<file path="src/rtl/smb_sts_pkg.sv">
package smb_sts_pkg;
  localparam int STS_W   = 8;
  localparam int B_BUSY  = 0;
  localparam int B_DONE  = 1;
  localparam int B_DEV   = 2;
  localparam int B_BUS   = 3;
  localparam int B_FAIL  = 4;
  localparam int B_ALERT = 5;
  localparam int B_INUSE = 6;
  localparam int NFLAG   = B_ALERT - B_DONE + 1;
  localparam int FLAG_LSB = B_DONE;
endpackage

</file>
<file path="src/rtl/smb_sts_flags.sv">
module smb_sts_flags #(
  parameter int N = 5
) (
  input  logic         clk,
  input  logic         rst,
  input  logic [N-1:0] set_i,
  input  logic [N-1:0] clr_i,
  output logic [N-1:0] q_o,
  output logic [N-1:0] d_o
);
  for (genvar i = 0; i < N; i++) begin : g_bit
    // a set event outranks a clear in the same cycle
    assign d_o[i] = set_i[i] | (q_o[i] & ~clr_i[i]);
    always_ff @(posedge clk) begin
      if (rst) q_o[i] <= 1'b0;
      else     q_o[i] <= d_o[i];
    end
    assert_set_wins_R10: assert property (@(posedge clk) disable iff (rst)
      set_i[i] |=> q_o[i]);
  end
endmodule

</file>
<file path="src/rtl/smb_sts_sem.sv">
module smb_sts_sem (
  input  logic clk,
  input  logic rst,
  input  logic rd_i,
  input  logic clr_i,
  output logic q_o
);
  always_ff @(posedge clk) begin
    if (rst)        q_o <= 1'b0;
    else if (clr_i) q_o <= 1'b0;
    else if (rd_i)  q_o <= 1'b1;
  end

  assert_read_sets_R3: assert property (@(posedge clk) disable iff (rst)
    (rd_i && !clr_i) |=> q_o);
  assert_clear_R4: assert property (@(posedge clk) disable iff (rst)
    clr_i |=> !q_o);
  assert_hold_R4: assert property (@(posedge clk) disable iff (rst)
    (!rd_i && !clr_i) |=> $stable(q_o));
endmodule

</file>
<file path="src/rtl/smb_host_status.sv">
module smb_host_status
  import smb_sts_pkg::*;
#(
  parameter int NCAUSE = 3
) (
  input  logic              clk,
  input  logic              rst,
  input  logic              rd_en,
  input  logic              wr_en,
  input  logic [STS_W-1:0]  wr_data,
  output logic [STS_W-1:0]  rd_data,
  input  logic              ev_start,
  input  logic              ev_done,
  input  logic [NCAUSE-1:0] ev_dev_cause,
  input  logic              ev_collision,
  input  logic              ev_killed,
  input  logic              alert_in,
  input  logic              alert_is_gpio,
  input  logic              int_en,
  output logic              irq
);
  localparam int FI_DONE  = B_DONE  - FLAG_LSB;
  localparam int FI_DEV   = B_DEV   - FLAG_LSB;
  localparam int FI_BUS   = B_BUS   - FLAG_LSB;
  localparam int FI_FAIL  = B_FAIL  - FLAG_LSB;
  localparam int FI_ALERT = B_ALERT - FLAG_LSB;

  logic             busy_q;
  logic             inuse_q;
  logic             term;
  logic             wr_ok;
  logic [NFLAG-1:0] flg_set, flg_clr, flg_q, flg_d;
  logic [STS_W-1:0] status;

  assign term  = ev_done | (|ev_dev_cause) | ev_collision | ev_killed;
  assign wr_ok = wr_en & ~busy_q;

  always_comb begin
    flg_set           = '0;
    flg_set[FI_DONE]  = ev_done;
    flg_set[FI_DEV]   = |ev_dev_cause;
    flg_set[FI_BUS]   = ev_collision;
    flg_set[FI_FAIL]  = ev_killed;
    flg_set[FI_ALERT] = alert_in & ~alert_is_gpio;
  end

  assign flg_clr = wr_ok ? wr_data[B_ALERT:B_DONE] : '0;

  smb_sts_flags #(.N(NFLAG)) u_flags (
    .clk(clk), .rst(rst), .set_i(flg_set), .clr_i(flg_clr),
    .q_o(flg_q), .d_o(flg_d)
  );

  smb_sts_sem u_sem (
    .clk(clk), .rst(rst), .rd_i(rd_en),
    .clr_i(wr_en & wr_data[B_INUSE]), .q_o(inuse_q)
  );

  always_ff @(posedge clk) begin
    if (rst)           busy_q <= 1'b0;
    else if (ev_start) busy_q <= 1'b1;
    else if (term)     busy_q <= 1'b0;
  end

  always_comb begin
    status          = '0;
    status[B_BUSY]  = busy_q;
    status[B_ALERT:B_DONE] = flg_q;
    status[B_INUSE] = inuse_q;
  end

  always_ff @(posedge clk) begin
    if (rst) begin
      rd_data <= '0;
      irq     <= 1'b0;
    end else begin
      if (rd_en) rd_data <= status;
      irq <= (flg_d[FI_DONE] & int_en) | flg_d[FI_DEV] | flg_d[FI_BUS]
           | flg_d[FI_FAIL] | flg_d[FI_ALERT];
    end
  end

  assert_done_latch_R6: assert property (@(posedge clk) disable iff (rst)
    ev_done |=> flg_q[FI_DONE]);
  assert_kill_R8: assert property (@(posedge clk) disable iff (rst)
    ev_killed |=> flg_q[FI_FAIL]);
  assert_gpio_alert_R9: assert property (@(posedge clk) disable iff (rst)
    (alert_is_gpio && !flg_q[FI_ALERT]) |=> !flg_q[FI_ALERT]);
  assert_busy_start_R5: assert property (@(posedge clk) disable iff (rst)
    ev_start |=> busy_q);
  assert_busy_nowrite_R5: assert property (@(posedge clk) disable iff (rst)
    (wr_en && (wr_data[STS_W-1] || wr_data[B_BUSY]) && !ev_start && !term)
      |=> busy_q == $past(busy_q));
  assert_busy_wr_R12: assert property (@(posedge clk) disable iff (rst)
    (wr_en && busy_q) |=> ((flg_q & $past(flg_q)) == $past(flg_q)));
  assert_irq_quiet_R11: assert property (@(posedge clk) disable iff (rst)
    (flg_q == '0) |-> !irq);
  assert_bit7_R2: assert property (@(posedge clk) disable iff (rst)
    !rd_data[STS_W-1]);
endmodule

</file>
<file path="config.mk">
export PLATFORM = sky130hd
export DESIGN_NAME = smb_host_status
export DESIGN_NICKNAME = d
export VERILOG_FILES = /design/src/rtl/smb_sts_pkg.sv /design/src/rtl/smb_sts_flags.sv /design/src/rtl/smb_sts_sem.sv /design/src/rtl/smb_host_status.sv
export SDC_FILE = /design/constraint.sdc
export NUM_CORES = 1
export LEC_CHECK = 0
export BUFFER_PORTS_ARGS = -buffer_cell sky130_fd_sc_hd__buf_2
export CORE_MARGIN = 2
export CORE_UTILIZATION = 44
export DETAILED_ROUTE_END_ITERATION = 6
export HOLD_SLACK_MARGIN = 0.15
export PLACE_DENSITY = 0.76
export SYNTH_ARGS = -nofsm -noshare
export SYNTH_HDL_FRONTEND = slang
export SYNTH_HIERARCHICAL = 1
export SYNTH_SLANG_ARGS = --single-unit
</file>
<file path="constraint.sdc">
create_clock -name clk -period 1.5 [get_ports clk]
set_input_delay 0.3 -clock clk [delete_from_list [all_inputs] [get_ports clk]]
set_output_delay 0.3 -clock clk [all_outputs]
set_load 0.01 [all_outputs]
</file>
==> impl_metrics.toml <==
[yosys]
yosys.cell_types.count = 19
synth.yosys.seq_area_share = 0.443
avgSynthCellArea_um2 = 9.55
ys_seq_elements = 15
synth_fp_nets = 93
synthesis.area_um2 = 678
yosysWarnings = 6
syn_inst = 71

[hold_path]
holdPathStages = 3
hold_start = "int_en"
hp-class = "primary input to flop"

[pwr]
p_per_area_nw_per_um2 = 925
p_leak_nw = 0.443
vdd_drop_max_uv = 559

[timing]
setup_viol_count_final = 0
rsz0062_at_grt = "no"
fin_crit_sh = 0.888
hold_ws_ns = 0.254
fmax_mhz = 751
skew_ns = 0.00624
hold_viol_final = 0
slew_violations = 0
fin_crit_ns = 1.33
fin_setup_tns_ns = 0

[route]
dr_total_vias = 548
post-route-drc-count = 0
dr.pass1.iters = 4
drtIter0Drc = 8
wl_um = 1180
final_antenna_net_count = 0
avgViaCountPerCell = 4.68
wl_per_cell_um = 10.1

[placement]
dp.cells = 113
post_dp_cell_area_um2 = 825
place_congestion = 0.718
place.port_buffers = 27
dp_hpwl_um = 941

[worst_setup_path]
reg2regPathDepth = 7
cp_cell_sequence = "nor2b_1, buf_4, and2_1, nand2b_4, nand2_1, nor4_1, a21oi_1"
crit_arrival_ns = 1.50
crit_buf_inv = 1
max_stage_delay_ns = 0.33
timing_worst_setup_path_type = "flop to flop"
worst_ep_required_time_ns = 1.67
timing.rr.start = "busy_q"
cp_slowest_cell = "dfxtp_1"
cp.depth = 7
worstPathMaxFanout = 5
crit_path_start_kind = "flop"
endpoint_kind = "flop"
path_delay_family = "simple AND/OR/NAND/NOR gates"
crit_start = "busy_q"

[floorplanning]
dieWidth_um = 43.3
core.rowCount = 14
initial_utilization = 0.461
io_pins = 31
dieArea_um2 = 1870
core-area_um2 = 1470
dieHeight_um = 43.3

[clock_network]
cts_buffers = 3
path_clk_slew_ns = 0.09
cts-htree-levels = 1
clk_latency_ns = 0.28
root_buffer = "clkbuf_4"
cts_resized = 0
cts_tree = "built"
post_cts_buffers = 0
cts_sinks = 15
ctsHoldBuffers = 0
cts.path.max_buffers = 2

[layout]
instances_no_fill = 117
nNetsFinal = 124
syn2layout_area_growth_pct = 25.6
drive_gt1_frac = 0.406
insertedDiodeCount = 0
layout_common_cells = "buf_2, dfxtp_1, nor2_1"
design_area_um2 = 852
mostFrequentLayoutCell = "buf_2"

[outcome]
outcome = "finished clean"

[global_routing]
grtUsageTotal = 0.138
gr-total-overflow = 0
antenna_found_initial = 0
grt_pass1_vias = 497
grt_max_degree = 16
grt_first_pass_wirelength_um = 1890

[run]
cap_violations = 0
## final timing paths
check | end | slack [ns]
max | irq | 0.17
min | irq | 0.25
max reg2reg | irq | 0.17
min reg2reg | rd_data[1] | 0.50
## metal layers
layer	vias to the layer above	track usage	wire [µm]
met3	0	0.0255	74
met4	0	0.0727	0
met1	241	0.158	482
met2	18	0.239	624
li1	289	-	-
met5	-	0	0
## area by class of cell
class | instances | area (µm²)
fill | 146 | 619
multi-input combinational | 47 | 332
sequential | 15 | 300
timing repair buffer | 29 | 150
clock buffer | 3 | 22.5
inverter | 6 | 22.5
tap | 16 | 20.0
clock inverter | 1 | 5.00
## power breakdown
part	switching [mW]	internal [mW]
Combinational	0.0539	0.0676
Sequential	0.0149	0.421
Clock	0.131	0.0988
Total	0.200	0.588
## registers in the layout, summed over array words and instances, names as in the netlist
register / flops
irq: 1
u_sem/q_o: 1
rd_data: 7
busy_q: 1
u_flags/q_o: 5
## cell families after synthesis
family / Yosys count / synth area share
buf+inv: 9 / 0.0683
compound gates: 7 / 0.0627
flops: 15 / 0.443
simple gates: 32 / 0.317
mux: 7 / 0.103
other cells: 1 / 0.00553
## metrics by stage
step	util	setup WS (ns)	power, mW
floorplan	-	0.277	0.522
global placement	0.560	0.0662	0.566
detailed placement	0.560	0.0662	0.569
CTS	0.579	0.149	0.804
global route	0.579	0.0361	0.838
finish	0.579	0.168	0.788
## worst register-to-register path: cells and delay by family (launching register included)
kind | cells | cell delay, ns
buffers and inverters | 1 | 0.13
AO/OA/AOI/OAI | 1 | 0.10
flip-flops | 1 | 0.33
AND/OR/NAND/NOR | 5 | 0.67
## synth_stat cells (all sizes together)
library cell   n  area share
nor2b          2       0.018
nor3           1       0.015
or4b           1       0.015
buf            3       0.035
nor2           8       0.044
inv            6       0.033
conb           1      0.0055
nand2b         5        0.10
nor4           1      0.0092
and2           6       0.055
nand2          6       0.033
o22ai          1       0.018
or4            1       0.017
or3            1      0.0092
a21oi          6       0.044
dfxtp         15        0.44
mux2i          7        0.10
No activity file was read; power rests on OpenSTA's default activity.
